===== src/rtl/hzc_pkg.sv =====
// Package: shared constants and types of the two-stage hazard controller.
// Assumes a 32-bit instruction word whose bubble encoding is the
// register-ALU format with secondary opcode 1111 and all other bits zero.
package hzc_pkg;

    localparam int INSTR_W = 32;

    // Dedicated bubble encoding; no side effect of any kind.
    localparam logic [INSTR_W-1:0] BUBBLE_WORD = 32'h0000_000F;

    // Hazard resolution policy selected at the block's mode pin.
    typedef enum logic {
        POL_SMART  = 1'b0,
        POL_COARSE = 1'b1
    } hz_policy_e;

endpackage


===== src/rtl/hzc_detect.sv =====
// Module: hazard decision logic.
// Compares every F source register against M's destination and turns the
// result, M's occupancy and M's redirect into stall/flush/PC-hold requests.
// Assumes the redirect has already been qualified by the branch outcome.
module hzc_detect
    import hzc_pkg::*;
#(
    parameter int REG_W = 5,
    parameter int NSRC  = 2
) (
    input  hz_policy_e              policy,
    input  logic [NSRC*REG_W-1:0]   f_srcs,
    input  logic                    m_wr_en,
    input  logic [REG_W-1:0]        m_dst,
    input  logic                    m_busy,
    input  logic                    m_redirect,
    output logic                    stall_f,
    output logic                    flush_f,
    output logic                    pc_hold
);

    logic [NSRC-1:0] src_hit;
    logic            dep_hit;

    // One comparator per source port; register 0 is not special-cased.
    for (genvar i = 0; i < NSRC; i++) begin : g_src_cmp
        assign src_hit[i] = (f_srcs[i*REG_W +: REG_W] == m_dst);
    end

    // Purpose: a true read-after-write dependence needs a writing producer.
    assign dep_hit = m_wr_en & (|src_hit);

    // Purpose: pick the requests for the selected policy; flush beats stall.
    always_comb begin
        if (policy == POL_COARSE) begin
            flush_f = m_redirect | m_busy;
            stall_f = 1'b0;
            pc_hold = m_busy & ~m_redirect;
        end else begin
            flush_f = m_redirect;
            stall_f = dep_hit & ~m_redirect;
            pc_hold = dep_hit & ~m_redirect;
        end
    end

endmodule


===== src/rtl/hzc_mreg.sv =====
// Module: F-to-M control register.
// Captures F's decoded control each cycle, or the bubble when the F slot is
// killed (stall or flush) or reset is active. Assumes kill is settled
// before the rising edge.
module hzc_mreg
    import hzc_pkg::*;
#(
    parameter int REG_W = 5
) (
    input  logic               clk,
    input  logic               rst_n,
    input  logic               kill,
    input  logic               f_wr_en,
    input  logic [REG_W-1:0]   f_dst,
    input  logic               f_mem_wr,
    input  logic               f_branch,
    input  logic               f_jump,
    input  logic [INSTR_W-1:0] f_word,
    output logic               m_wr_en,
    output logic [REG_W-1:0]   m_dst,
    output logic               m_mem_wr,
    output logic               m_branch,
    output logic               m_jump,
    output logic [INSTR_W-1:0] m_word
);

    // Purpose: advance F into M or insert a side-effect-free bubble.
    always_ff @(posedge clk) begin
        if (!rst_n || kill) begin
            m_wr_en  <= 1'b0;
            m_dst    <= '0;
            m_mem_wr <= 1'b0;
            m_branch <= 1'b0;
            m_jump   <= 1'b0;
            m_word   <= BUBBLE_WORD;
        end else begin
            m_wr_en  <= f_wr_en;
            m_dst    <= f_dst;
            m_mem_wr <= f_mem_wr;
            m_branch <= f_branch;
            m_jump   <= f_jump;
            m_word   <= f_word;
        end
    end

    // a killed slot arrives in M as a complete bubble.
    a_r4_bubble_clean: assert property (@(posedge clk) disable iff (!rst_n)
        kill |=> (m_word == BUBBLE_WORD && !m_wr_en && !m_mem_wr
                  && !m_branch && !m_jump && m_dst == '0));

    // an unkilled slot carries F's word into M.
    a_r10_advance: assert property (@(posedge clk) disable iff (!rst_n)
        !kill |=> (m_word == $past(f_word) && m_dst == $past(f_dst)));

endmodule


===== src/rtl/pipe2_hazard_ctrl.sv =====
// Module: top of the two-stage pipeline hazard controller.
// Holds the M-stage control register, qualifies M's branch/jump into a
// redirect, detects occupancy by comparing against the bubble word, and
// drives stall/flush/PC-hold for the front stage. Assumes F's decoded
// fields and m_br_taken are stable before each rising edge.
module pipe2_hazard_ctrl
    import hzc_pkg::*;
#(
    parameter int REG_W = 5
) (
    input  logic               clk,
    input  logic               rst_n,
    input  logic               coarse_mode,
    input  logic [REG_W-1:0]   f_src_a,
    input  logic [REG_W-1:0]   f_src_b,
    input  logic               f_wr_en,
    input  logic [REG_W-1:0]   f_dst,
    input  logic               f_mem_wr,
    input  logic               f_branch,
    input  logic               f_jump,
    input  logic [31:0]        f_word,
    input  logic               m_br_taken,
    output logic               stall_f,
    output logic               flush_f,
    output logic               pc_hold,
    output logic [31:0]        m_word,
    output logic               m_wr_en,
    output logic [REG_W-1:0]   m_dst,
    output logic               m_mem_wr,
    output logic               m_branch,
    output logic               m_jump
);

    localparam int NSRC = 2;

    logic       m_busy;
    logic       m_redirect;
    logic       kill;
    hz_policy_e policy;

    // Purpose: map the mode pin onto the policy type.
    assign policy     = hz_policy_e'(coarse_mode);
    // Purpose: M is occupied by anything but the bubble encoding.
    assign m_busy     = (m_word != BUBBLE_WORD);
    // Purpose: F was fetched from the wrong path.
    assign m_redirect = m_jump | (m_branch & m_br_taken);
    // Purpose: the F slot does not advance into M this cycle.
    assign kill       = stall_f | flush_f;

    hzc_detect #(
        .REG_W (REG_W),
        .NSRC  (NSRC)
    ) u_detect (
        .policy     (policy),
        .f_srcs     ({f_src_b, f_src_a}),
        .m_wr_en    (m_wr_en),
        .m_dst      (m_dst),
        .m_busy     (m_busy),
        .m_redirect (m_redirect),
        .stall_f    (stall_f),
        .flush_f    (flush_f),
        .pc_hold    (pc_hold)
    );

    hzc_mreg #(
        .REG_W (REG_W)
    ) u_mreg (
        .clk      (clk),
        .rst_n    (rst_n),
        .kill     (kill),
        .f_wr_en  (f_wr_en),
        .f_dst    (f_dst),
        .f_mem_wr (f_mem_wr),
        .f_branch (f_branch),
        .f_jump   (f_jump),
        .f_word   (f_word),
        .m_wr_en  (m_wr_en),
        .m_dst    (m_dst),
        .m_mem_wr (m_mem_wr),
        .m_branch (m_branch),
        .m_jump   (m_jump),
        .m_word   (m_word)
    );

    // stall and flush are never requested together.
    a_r8_flush_wins: assert property (@(posedge clk) disable iff (!rst_n)
        !(stall_f && flush_f));

    // a stalled fetch keeps the PC.
    a_r3_hold_on_stall: assert property (@(posedge clk) disable iff (!rst_n)
        stall_f |-> pc_hold);

    // the bubble behind a stall releases it on the next cycle.
    a_r9_progress: assert property (@(posedge clk) disable iff (!rst_n)
        stall_f |=> !stall_f);

    // the wrong-path slot never reaches M as a branch or jump.
    a_r6_wrong_path_gone: assert property (@(posedge clk) disable iff (!rst_n)
        (m_jump || (m_branch && m_br_taken)) |=> (!m_branch && !m_jump && !m_wr_en));

    // the coarse policy never stalls.
    a_r5_coarse_no_stall: assert property (@(posedge clk) disable iff (!rst_n)
        coarse_mode |-> !stall_f);

endmodule


===== config.mk =====
export PLATFORM = sky130hd
export DESIGN_NAME = pipe2_hazard_ctrl
export DESIGN_NICKNAME = d
export VERILOG_FILES = /design/src/rtl/hzc_pkg.sv /design/src/rtl/hzc_detect.sv /design/src/rtl/hzc_mreg.sv /design/src/rtl/pipe2_hazard_ctrl.sv
export SDC_FILE = /design/constraint.sdc
export NUM_CORES = 1
export LEC_CHECK = 0
export ABC_AREA = 1
export BUFFER_PORTS_ARGS = -buffer_cell sky130_fd_sc_hd__clkbuf_2
export CORE_ASPECT_RATIO = 0.8
export CORE_MARGIN = 5
export CORE_UTILIZATION = 46
export DETAILED_ROUTE_END_ITERATION = 6
export PLACE_DENSITY = 0.84
export SLEW_MARGIN = 20
export SYNTH_ARGS = -nofsm -noshare
export SYNTH_HDL_FRONTEND = slang
export SYNTH_HIERARCHICAL = 1
export SYNTH_SLANG_ARGS = --single-unit

===== constraint.sdc =====
create_clock -name clk -period 3.8 [get_ports clk]
set_input_delay 0.19 -clock clk [delete_from_list [all_inputs] [get_ports clk]]
set_output_delay 0.19 -clock clk [all_outputs]
set_load 0.05 [all_outputs]

==> results of run 1 <==
==> report_power, final <==
part / switching (mW) / internal [mW]
Combinational: 0.149 / 0.0628
Sequential: 0.0118 / 0.451
Clock: 0.145 / 0.213
==> stage by stage <==
stage               utilization  instances  power [mW]  worst slack (ps)  cell area [sq um]
floorplan                     -        241      0.6254              1579               1699
global placement         0.6319        378      0.6832              1962               2208
detailed placement       0.6319        378      0.6872              1845               2208
CTS                      0.6663        386       1.045              1821               2328
global route             0.6663        386       1.083              1687               2328
finish                   0.6663        386       1.033              1891               2328
==> path summary, 6_finish.rpt <==
check | slack (ps) | cells past startpoint | endpoint
worst min-delay path | 80 | 3 | u_mreg/m_word[0]$_SDFF_PP1_
worst min register to register | 840 | 6 | u_mreg/m_word[3]$_SDFF_PP1_
worst max register to register | 1890 | 12 | u_mreg/m_jump$_SDFF_PP0_
worst max-delay path | 1890 | 12 | u_mreg/m_jump$_SDFF_PP0_
==> synth_stat cells <==
library cell,instances
sky130_fd_sc_hd__buf_6,3
sky130_fd_sc_hd__nand2_1,51
sky130_fd_sc_hd__nor2_1,26
sky130_fd_sc_hd__a21o_1,1
sky130_fd_sc_hd__nor2_2,30
sky130_fd_sc_hd__xnor2_1,2
sky130_fd_sc_hd__dfxtp_1,41
sky130_fd_sc_hd__or2_2,1
sky130_fd_sc_hd__and2_1,1
sky130_fd_sc_hd__nand3_1,3
sky130_fd_sc_hd__inv_1,81
sky130_fd_sc_hd__nand2_4,1
==> kinds of logic (layout without fill, tap and decap cells) <==
logic type,Yosys count,in the layout,synth area share
simple gates,113,113,0.3034
buf+inv,84,187,0.1988
flops,41,41,0.4831
xor+xnor,2,2,0.01031
compound gates,1,1,0.004420
==> sequential cells by signal, summed over array words and instances, names as in the netlist <==
register / cells
u_mreg/m_dst: 5
u_mreg/m_jump: 1
u_mreg/m_word: 32
u_mreg/m_branch: 1
u_mreg/m_wr_en: 1
u_mreg/m_mem_wr: 1
==> worst reg2reg max path: cells and delay by family (launching register included) <==
family	cells	cell delay, ps
flops	1	310
simple gates	10	1380
buf+inv	2	140
==> layer usage <==
layer / vias up / global-route usage / wire length [um]
met5: - / 0 / 0
met4: 0 / 0.05696 / 37
met3: 5 / 0.06882 / 456
met2: 64 / 0.2688 / 1724
met1: 632 / 0.1716 / 1546
li1: 850 / - / -
==> layout make-up <==
cell class	count	area, sq um	area share
flip-flops and latches	41	820.8	0.3525
multi-input cells	116	540.5	0.2321
repair buffers	98	490.5	0.2106
inverters	81	304.0	0.1306
clock buffers	6	82.58	0.03546
well taps	42	52.55	0.02257
clock inverters	2	37.54	0.01612
==> Flow_metrics.wiki, run 1 <==
{| class="wikitable"
! Metric !! Value
|-
| Result of the run || complete, no violations
|-
| Standby leakage power || approximately 1.5 nW
|-
| Cell chain of the critical path || inv_1, nand2_1, nor2_1, nand2_1, nor2_1, nand2_1, nand2_1, nand2_1, or2_2, inv_1, nand2_4, nor2_1
|-
| Highest Clock Rate || approximately 0.52 GHz
|-
| Share of the synthesized area in the top cell type || 0.4831
|-
| Hold-fix buffers, CTS || 0
|-
| Commonest non-fill, non-tap cell in the layout || sky130_fd_sc_hd__clkbuf_2
|-
| CTS clock-pin slew for the worst setup and hold paths || around 70 ps
|-
| Initial core utilization || 0.4862
|-
| Worst Path Required || 4010 ps
|-
| Maximum number of pins on one net before global-route repair || 38
|-
| Peak VDD IR || ~0.32 mV
|-
| Total wire length || between 3000 and 4000 um
|-
| Arrival time of the worst setup path || 2120 ps
|-
| Via count of the routed design || 1551
|-
| Area of the core || 3495 sq um
|-
| Hold WS || 80.59 ps
|-
| I/O Buffers || slightly below 100
|-
| Synthesized area per cell || 7.050 sq um
|-
| Leftover overflow at the end of global routing || 0
|-
| Area growth syn-to-layout || 37.04%
|-
| Actual slew at the worst max-slew pin || approximately 570 ps
|-
| Delay of the slowest critical-path stage || about 310 ps
|-
| Largest clock skew in the final design || around 5.7 ps
|-
| Layout cell share with drive strength beyond 1 || 0.4012
|-
| Antenna diode count || 0
|-
| Kind of end point of the critical path || register
|-
| Top Family by Delay on Critical Path || simple AND/OR/NAND/NOR gates
|-
| Most area-consuming cells after synthesis || sky130_fd_sc_hd__dfxtp_1 48%, sky130_fd_sc_hd__inv_1 18%, sky130_fd_sc_hd__nand2_1 11%
|-
| Critical hold path startpoint || f_word[0]
|-
| Worst-case headroom to the max-slew limit || 0.6191
|-
| Setup fix buffers added after clock tree synthesis || 0
|-
| Number of fill cells || 340
|-
| Commonest cells after routing, fill and taps aside || 98 x sky130_fd_sc_hd__clkbuf_2, 81 x sky130_fd_sc_hd__inv_1, 51 x sky130_fd_sc_hd__nand2_1
|-
| Number of failing setup endpoints in the final timing report || 0
|-
| Die outline height || roughly 64 um
|-
| Total global-route track usage || 0.1566
|-
| Number of antenna-violating nets in the routed design || 0
|-
| Type of the worst setup path || reg -> reg
|-
| Cell Area, Synth || around 1700 sq um
|-
| Die footprint || between 5000 and 6000 sq um
|-
| Post-DP HPWL || between 3000 and 4000 um
|-
| Number of clock sinks || about 40
|-
| Startpoint of the most critical setup path || u_mreg/m_word[6]$_SDFF_PP0_
|-
| Top fanout value on the critical path || 37
|-
| Antenna violations before repair || 0
|-
| Number of max-cap violations || 0
|-
| R2R Path Start || u_mreg/m_word[6]$_SDFF_PP0_
|-
| Die width || 77.95 um
|-
| Buffer and inverter count on the worst path || 2
|-
| Maximum level of the CTS H-tree || 2
|-
| Share of the yosys chip area belonging to registers || 0.4831
|-
| Global-route wire length before repair || about 6300 um
|-
| Biggest area consumer among synthesized cells || sky130_fd_sc_hd__dfxtp_1
|-
| Maximum buffer depth of the clock tree || 2
|-
| Setup repair after global routing missed its margin || false
|-
| Count of cell types in the netlist || 12
|-
| Gates resized, CTS repair || 0
|-
| DR WL/cell || slightly below 10 um
|-
| Number of endpoints with negative hold slack in the final report || 0
|-
| Time the worst path needs with I/O delays and setup || between 1500 and 2000 ps
|-
| Fraction of the cycle the final worst path needs || 0.5024
|-
| Power per standard cell area || 443.6 nW/um^2
|-
| Max-slew violation count || 0
|-
| Clock Root Buffer || sky130_fd_sc_hd__clkbuf_8
|-
| Via-per-instance ratio || about 4.0
|-
| Gate Count Post-Synth || ~240
|-
| Clock tree from TritonCTS || yes
|-
| 1st-pass router iterations || 4
|-
| Worst hold path type || in -> reg
|-
| Count of boundary I/O pins || a little under 100
|-
| Cell mode on critical path || sky130_fd_sc_hd__nand2_1
|-
| Summed negative setup slack over all endpoints || 0 ps
|-
| Placer Congestion || 0.7453
|-
| Layout Nets || roughly 400
|-
| Flops & latches, synth || just over 40
|-
| CP Launch Type || register
|-
| Number of design-rule violations left by the first detailed-router iteration || 24
|-
| Number of buffers inserted during clock tree synthesis || 5
|-
| Clock latency of the later-clocked register in the worst-skew pair || 290 ps
|-
| Count of warnings emitted by yosys || 6
|-
| Synth Net Count || slightly below 300
|-
| Rows || 19
|-
| Critical Path Slowest Stage Cell || sky130_fd_sc_hd__dfxtp_1
|-
| Vias in the first global route || about 1500
|-
| Post-detailed-route DRC marker count || 0
|}
(Power assumes the default switching activity.)
==> inputs of run 2 (changes only) <==
Settings changed: CORE_UTILIZATION 46 to 39, PLACE_DENSITY 0.84 to 0.76.
Clock period 3.8 ns to 1.6 ns, I/O delays scaled along.
==> Flow_metrics.wiki, run 2 (synthesized netlist as in run 1, its figures left out) <==
{| class="wikitable"
! Metric !! Value
|-
| Rows || 21 (+2)
|-
| Area of the multi-input gates || 560.5 sq um (+3.7%)
|-
| Number of design-rule violations left by the first detailed-router iteration || 47 (+96%)
|-
| Number of buffers inserted during clock tree synthesis || 5 (unchanged)
|-
| I/O Buffers || 98 (unchanged)
|-
| Initial core utilization || 0.4042 (-0.08205)
|-
| Biggest register || u_mreg/m_word
|-
| CTS clock-pin slew for the worst setup and hold paths || 80 ps (about the same)
|-
| Area growth syn-to-layout || 72.09%
|-
| Number of antenna-violating nets in the routed design || 0 (unchanged)
|-
| Number of fill cells || 348 (+2.4%)
|-
| Die width || 83.80 um (+7.5%)
|-
| Number of endpoints with negative hold slack in the final report || 0 (unchanged)
|-
| Type of the worst setup path || reg -> reg
|-
| Fraction of the cycle the final worst path needs || 0.9881 (+0.4857)
|-
| Storage element area || 897.1 sq um (+9.3%)
|-
| Layout Nets || 445 (+12%)
|-
| Largest clock skew in the final design || 9.423 ps (+3.718 ps)
|-
| Setup repair after global routing missed its margin || true
|-
| Part of the power in registers || 0.442 (-0.006)
|-
| Worst hold path type || in -> reg
|-
| Power per standard cell area || 848.6 nW/um^2 (+91%)
|-
| Max-slew violation count || 0 (unchanged)
|-
| Maximum buffer depth of the clock tree || 2 (unchanged)
|-
| DR WL/cell || 9.754 um (about the same)
|-
| Actual slew at the worst max-slew pin || 290.0 ps (-280.8 ps)
|-
| Arrival time of the worst setup path || 1800 ps (-320 ps)
|-
| Clk network pwr share || 0.306 (-0.041)
|-
| Clock tree from TritonCTS || yes
|-
| Number of failing setup endpoints in the final timing report || 0 (unchanged)
|-
| Top fanout value on the critical path || 18 (-51%)
|-
| Commonest non-fill, non-tap cell in the layout || sky130_fd_sc_hd__clkbuf_2
|-
| Via-per-instance ratio || 3.853 (-4.1%)
|-
| Number of max-cap violations || 0 (unchanged)
|-
| Post-DP HPWL || 3169 um (+1.3%)
|-
| Total power draw || 2.481 mW (+140%)
|-
| Leftover overflow at the end of global routing || 0 (unchanged)
|-
| Die outline height || 69.04 um (+7.3%)
|-
| Delay of the slowest critical-path stage || 350 ps (+40 ps)
|-
| Result of the run || complete, no violations
|-
| Placer Congestion || 0.8154 (+9.4%)
|-
| Cell mode on critical path || sky130_fd_sc_hd__nand2_1
|-
| Pre-CTS WS || -4.011 ps (-1849 ps)
|-
| Buffer and inverter count on the worst path || 4 (+2)
|-
| Switching share of power || 0.3079 (+0.01182)
|-
| Maximum level of the CTS H-tree || 2 (unchanged)
|-
| Highest Clock Rate || 0.6325 GHz (+21%)
|-
| Clock Root Buffer || sky130_fd_sc_hd__clkbuf_8
|-
| Peak VDD IR || 0.7167 mV (+120%)
|-
| Vias in the first global route || 1603 (+3.9%)
|-
| Layout cell share with drive strength beyond 1 || 0.4936 (+0.09244)
|-
| Commonest cells after routing, fill and taps aside || 95 x sky130_fd_sc_hd__clkbuf_2, 76 x sky130_fd_sc_hd__inv_1, 48 x sky130_fd_sc_hd__nand2_1
|-
| Combinational Power Share || 0.252 (+0.047)
|-
| 1st-pass router iterations || 4 (unchanged)
|-
| Cell chain of the critical path || inv_1, nand2_1, nand2_1, nor2_1, nand3_1, nand2_1, nand2_2, clkinvlp_4, or2_4, inv_2, nand2_4, buf_12, nor2_1
|-
| Critical Path Slowest Stage Cell || sky130_fd_sc_hd__dfxtp_4
|-
| Via count of the routed design || 1726 (+11%)
|-
| Worst-case headroom to the max-slew limit || 0.8075 (+0.1883)
|-
| Count of boundary I/O pins || 99 (unchanged)
|-
| Die footprint || 5785 sq um (+15%)
|-
| Internal power || 1.717 mW (+140%)
|-
| Crit path setup slack, layout || 19.01 ps (-1872 ps)
|-
| Clock latency of the later-clocked register in the worst-skew pair || 290 ps (about the same)
|-
| Maximum number of pins on one net before global-route repair || 20 (-47%)
|-
| Standby leakage power || 1.683 nW (+15%)
|-
| Net switching power figure || 764.0 uW (+150%)
|-
| Time the worst path needs with I/O delays and setup || 1581 ps (-328.2 ps)
|-
| Number of clock sinks || 41 (unchanged)
|-
| Top Family by Delay on Critical Path || simple AND/OR/NAND/NOR gates
|-
| Largest regs || u_mreg/m_word: 32 flops, u_mreg/m_dst: 5 flops
|-
| Global-route wire length before repair || 7155 um (+13%)
|-
| Total wire length || 4370 um (+16%)
|-
| Antenna violations before repair || 0 (unchanged)
|-
| Kind of end point of the critical path || register
|-
| Worst Path Required || 1820 ps (-2190 ps)
|-
| Antenna diode count || 0 (unchanged)
|-
| Flip-flop count of the largest register, all copies and words added || 32 (unchanged)
|-
| Total global-route track usage || 0.1541 (-0.002437)
|-
| Post-detailed-route DRC marker count || 0 (unchanged)
|-
| Area of the core || 4204 sq um (+20%)
|-
| CP Launch Type || register
|}
-- run 2: layout make-up --
type	instances	area share
Sequential cell	41	0.3068
Clock inverter	1	0.002995
Timing Repair Buffer	145	0.3355
Inverter	81	0.1053
Tap cell	57	0.02439
Clock buffer	7	0.03338
Multi-Input combinational cell	116	0.1917
-- run 2: final timing paths --
kind | from | end | slack (ps) | depth (start not counted)
max | u_mreg/m_dst[3]$_SDFF_PP0_ | u_mreg/m_dst[4]$_SDFF_PP0_ | 20 | 13
max reg2reg | u_mreg/m_dst[3]$_SDFF_PP0_ | u_mreg/m_dst[4]$_SDFF_PP0_ | 20 | 13
min reg2reg | u_mreg/m_jump$_SDFF_PP0_ | u_mreg/m_word[3]$_SDFF_PP1_ | 1030 | 8
min | rst_n | u_mreg/m_word[3]$_SDFF_PP1_ | 200 | 5
-- run 2: layer usage --
metal / GRT usage / share of wire / vias up
li1: - / - / 942
met1: 0.1712 / 0.40 / 710
met2: 0.2577 / 0.48 / 66
met3: 0.07381 / 0.11 / 8
met4: 0.05357 / 0.015 / 0
met5: 0 / 0 / -
-- run 2: worst register-to-register path, stage by stage, from the launching register on --
cell	delay, ps
sky130_fd_sc_hd__dfxtp_4	350
sky130_fd_sc_hd__inv_1	60
sky130_fd_sc_hd__nand2_1	50
sky130_fd_sc_hd__nand2_1	60
sky130_fd_sc_hd__nor2_1	50
sky130_fd_sc_hd__nand3_1	70
sky130_fd_sc_hd__nand2_1	60
sky130_fd_sc_hd__nand2_2	100
sky130_fd_sc_hd__clkinvlp_4	90
sky130_fd_sc_hd__or2_4	250
sky130_fd_sc_hd__inv_2	70
sky130_fd_sc_hd__nand2_4	70
sky130_fd_sc_hd__buf_12	160
sky130_fd_sc_hd__nor2_1	90
-- run 2: metrics by stage --
stage / TNS (ps) / area [sq um] / hold slack [ps] / std cells / util
floorplan: -7254 / 1798 / 171.4 / 241 / -
global placement: 0 / 2370 / 257.4 / 397 / 0.5637
detailed placement: -4.011 / 2370 / 261.2 / 397 / 0.5637
CTS: -38.77 / 2892 / 189.0 / 446 / 0.6878
global route: -4667 / 2924 / 215.1 / 448 / 0.6955
finish: 0 / 2924 / 197.0 / 448 / 0.6955
-- run 2: power by group through the flow --
| stage | combinational [mW] | sequential, mW | clock, mW |
|---|---|---|---|
| 6_report | 0.625 | 1.10 | 0.760 |
| 5_1_grt | 0.678 | 1.10 | 0.826 |
| 4_1_cts | 0.615 | 1.10 | 0.782 |
| 3_5_place_dp | 0.533 | 1.12 | 0 |
| 3_3_place_gp | 0.528 | 1.12 | 0 |
| 2_1_floorplan | 0.197 | 1.30 | 0 |
-- run 2: what timing repair did --
item / in CTS / in global routing
endpoints found under the setup margin: 24 / 44
setup buffers: 0 / 2
gates resized for setup: 3 / 11
hold buffers: 41 / 0
pin swaps: 1 / 3
hold endpoints to repair: 41 / 0
==> inputs of run 3 (changes only) <==
Settings changed: GPL_TIMING_DRIVEN from default to 0.
==> Flow_metrics.wiki, run 3 (synthesized netlist as in run 1, its figures left out) <==
{| class="wikitable"
! Metric !! Value
|-
| Result of the run || finished, violations left
|-
| Violations in the final reports || negative setup slack
|-
| Fraction of the cycle the final worst path needs || 1.035 (+0.04730)
|-
| Critical Path Slowest Stage Cell || sky130_fd_sc_hd__dfxtp_4
|-
| Commonest cells after routing, fill and taps aside || 95 x sky130_fd_sc_hd__clkbuf_2, 79 x sky130_fd_sc_hd__inv_1, 48 x sky130_fd_sc_hd__nand2_1
|-
| Post-detailed-route DRC marker count || 0 (unchanged)
|-
| DR WL/cell || 11.00 um (+13%)
|-
| Cell chain of the critical path || nand2_2, inv_1, nor2_1, nor2_1, nand3_1, nand2_1, nand2_2, clkinvlp_4, or2_4, inv_6, nand2_8, clkbuf_16, nor2_4
|-
| Number of design-rule violations left by the first detailed-router iteration || 44 (-6.4%)
|-
| Layout Nets || 446 (+0.22%)
|-
| Non-filler cells in the finished layout || 448 (unchanged)
|-
| Setup repair after global routing missed its margin || true
|-
| Count of boundary I/O pins || 99 (unchanged)
|-
| Clock latency of the later-clocked register in the worst-skew pair || 280 ps (about the same)
|-
| Top Family by Delay on Critical Path || simple AND/OR/NAND/NOR gates
|-
| Antenna diode count || 0 (unchanged)
|-
| Leftover overflow at the end of global routing || 0 (unchanged)
|-
| Buffer and inverter count on the worst path || 4 (unchanged)
|-
| Rows || 21 (unchanged)
|-
| Arrival time of the worst setup path || 1880 ps (+80 ps)
|-
| Area of the core || 4204 sq um (unchanged)
|-
| Total wire length || 4926 um (+13%)
|-
| Pre-CTS WS || -73.25 ps (-69.24 ps)
|-
| Time the worst path needs with I/O delays and setup || 1657 ps (+75.69 ps)
|-
| CTS clock-pin slew for the worst setup and hold paths || 70 ps (about the same)
|-
| Type of the worst setup path || reg -> reg
|-
| Number of buffers inserted during clock tree synthesis || 5 (unchanged)
|-
| CP Launch Type || register
|-
| Global-route wire length before repair || 7859 um (+9.8%)
|-
| Delay of the slowest critical-path stage || 360 ps (about the same)
|-
| I/O Buffers || 98 (unchanged)
|-
| Layout cell share with drive strength beyond 1 || 0.4962 (+0.002558)
|-
| Clock Root Buffer || sky130_fd_sc_hd__clkbuf_8
|-
| Number of fill cells || 320 (-8.0%)
|-
| Top fanout value on the critical path || 5 (-13)
|-
| Die width || 83.80 um (unchanged)
|-
| Antenna violations before repair || 0 (unchanged)
|-
| Cell Area, Placed || 2360 sq um (-0.42%)
|-
| Flip-flop count of the largest register, all copies and words added || 32 (unchanged)
|-
| Number of antenna-violating nets in the routed design || 0 (unchanged)
|-
| Highest Clock Rate || 0.6036 GHz (-4.6%)
|-
| Hold WS || 5.145 ps (-191.9 ps)
|-
| Maximum buffer depth of the clock tree || 2 (unchanged)
|-
| Power per standard cell area || 790.6 nW/um^2 (-6.8%)
|-
| Biggest register || u_mreg/m_word
|-
| Cell area after layout || 3064 sq um (+4.8%)
|-
| Area growth syn-to-layout || 80.34%
|-
| Die outline height || 69.04 um (unchanged)
|-
| Maximum level of the CTS H-tree || 2 (unchanged)
|-
| Die footprint || 5785 sq um (unchanged)
|-
| Max-slew violation count || 0 (unchanged)
|-
| Peak VDD IR || 0.7380 mV (+3.0%)
|-
| Standby leakage power || 1.714 nW (+1.9%)
|-
| Post-Route Utilization || 0.7289 (+0.03333)
|-
| Maximum number of pins on one net before global-route repair || 13 (-35%)
|-
| Summed negative setup slack over all endpoints || -805.2 ps (-805.2 ps)
|-
| Number of endpoints with negative hold slack in the final report || 0 (unchanged)
|-
| Number of clock sinks || 41 (unchanged)
|-
| Total power draw || 2.423 mW (-2.4%)
|-
| Placer Congestion || 0.8225 (+0.87%)
|-
| Largest regs || u_mreg/m_word: 32 flops, u_mreg/m_dst: 5 flops
|-
| Worst hold path type || in -> reg
|-
| Post-DP HPWL || 3264 um (+3.0%)
|-
| Number of max-cap violations || 0 (unchanged)
|-
| Kind of end point of the critical path || register
|-
| Worst Path Required || 1820 ps (about the same)
|-
| Total instance count after detailed placement || 396 (-0.25%)
|-
| Via-per-instance ratio || 4.018 (+4.3%)
|-
| Clock tree from TritonCTS || yes
|-
| Crit path setup slack, layout || -56.67 ps (-75.69 ps)
|-
| Commonest non-fill, non-tap cell in the layout || sky130_fd_sc_hd__clkbuf_2
|-
| Largest clock skew in the final design || 8.675 ps (-0.7482 ps)
|-
| Number of failing setup endpoints in the final timing report || 34 (+34)
|-
| Via count of the routed design || 1800 (+4.3%)
|-
| Actual slew at the worst max-slew pin || 293.6 ps (+3.531 ps)
|-
| Initial core utilization || 0.4042 (unchanged)
|-
| 1st-pass router iterations || 4 (unchanged)
|-
| Worst-case headroom to the max-slew limit || 0.8051 (-0.002344)
|-
| Vias in the first global route || 1856 (+16%)
|-
| Total global-route track usage || 0.1670 (+0.01287)
|}
## run 3: what timing repair did
| item | CTS | global route |
|---|---|---|
| cloned | 1 | 3 |
| hold endpoints to repair | 37 | 0 |
| pin swaps | 0 | 5 |
| buffers inserted | 2 | 2 |
| resized for setup | 6 | 33 |
| hold buffers | 37 | 0 |
| setup endpoints to repair | 34 | 44 |
## run 3: layout make-up
cell class	instances	area, sq um	share of cell area
clock buffers	6	72.57	0.02368
clock inverters	1	5.005	0.001633
repair buffers	142	987.2	0.3222
well taps	57	71.32	0.02327
flip-flops and latches	41	897.1	0.2928
multi-input cells	117	658.1	0.2148
inverters	81	312.8	0.1021
plain buffers	3	60.06	0.01960
## run 3: routing by layer
layer | wire length [um] | GRT usage | up-vias | share of wire
met5 | 0 | 0 | - | 0
met4 | 55 | 0.05357 | 0 | 0.011
met3 | 533 | 0.07738 | 6 | 0.11
met2 | 2474 | 0.3001 | 70 | 0.50
met1 | 1863 | 0.1717 | 777 | 0.38
li1 | - | - | 947 | -
## run 3: worst min-delay path, cell delays in order
cell and delay, ps:
sky130_fd_sc_hd__clkbuf_2 80, sky130_fd_sc_hd__inv_1 60, sky130_fd_sc_hd__nor2_2 40
## run 3: path summary, 6_finish.rpt
check             cells past startpoint                           end  slack [ps]                       start
hold reg to reg                       7  u_mreg/m_word[31]$_SDFF_PP0_         930    u_mreg/m_jump$_SDFF_PP0_
hold / removal                        3  u_mreg/m_word[17]$_SDFF_PP0_           5                  f_word[17]
setup / recovery                     13  u_mreg/m_word[21]$_SDFF_PP0_         -60  u_mreg/m_dst[0]$_SDFF_PP0_
setup reg to reg                     13  u_mreg/m_word[21]$_SDFF_PP0_         -60  u_mreg/m_dst[0]$_SDFF_PP0_
## run 3: power by group
| part | total, mW | switching, mW | leakage [nW] | internal, mW |
|---|---|---|---|---|
| clock | 0.617 | 0.321 | 0.0410 | 0.296 |
| sequential | 1.10 | 0.0287 | 0.353 | 1.07 |
| combinational | 0.708 | 0.423 | 1.32 | 0.284 |
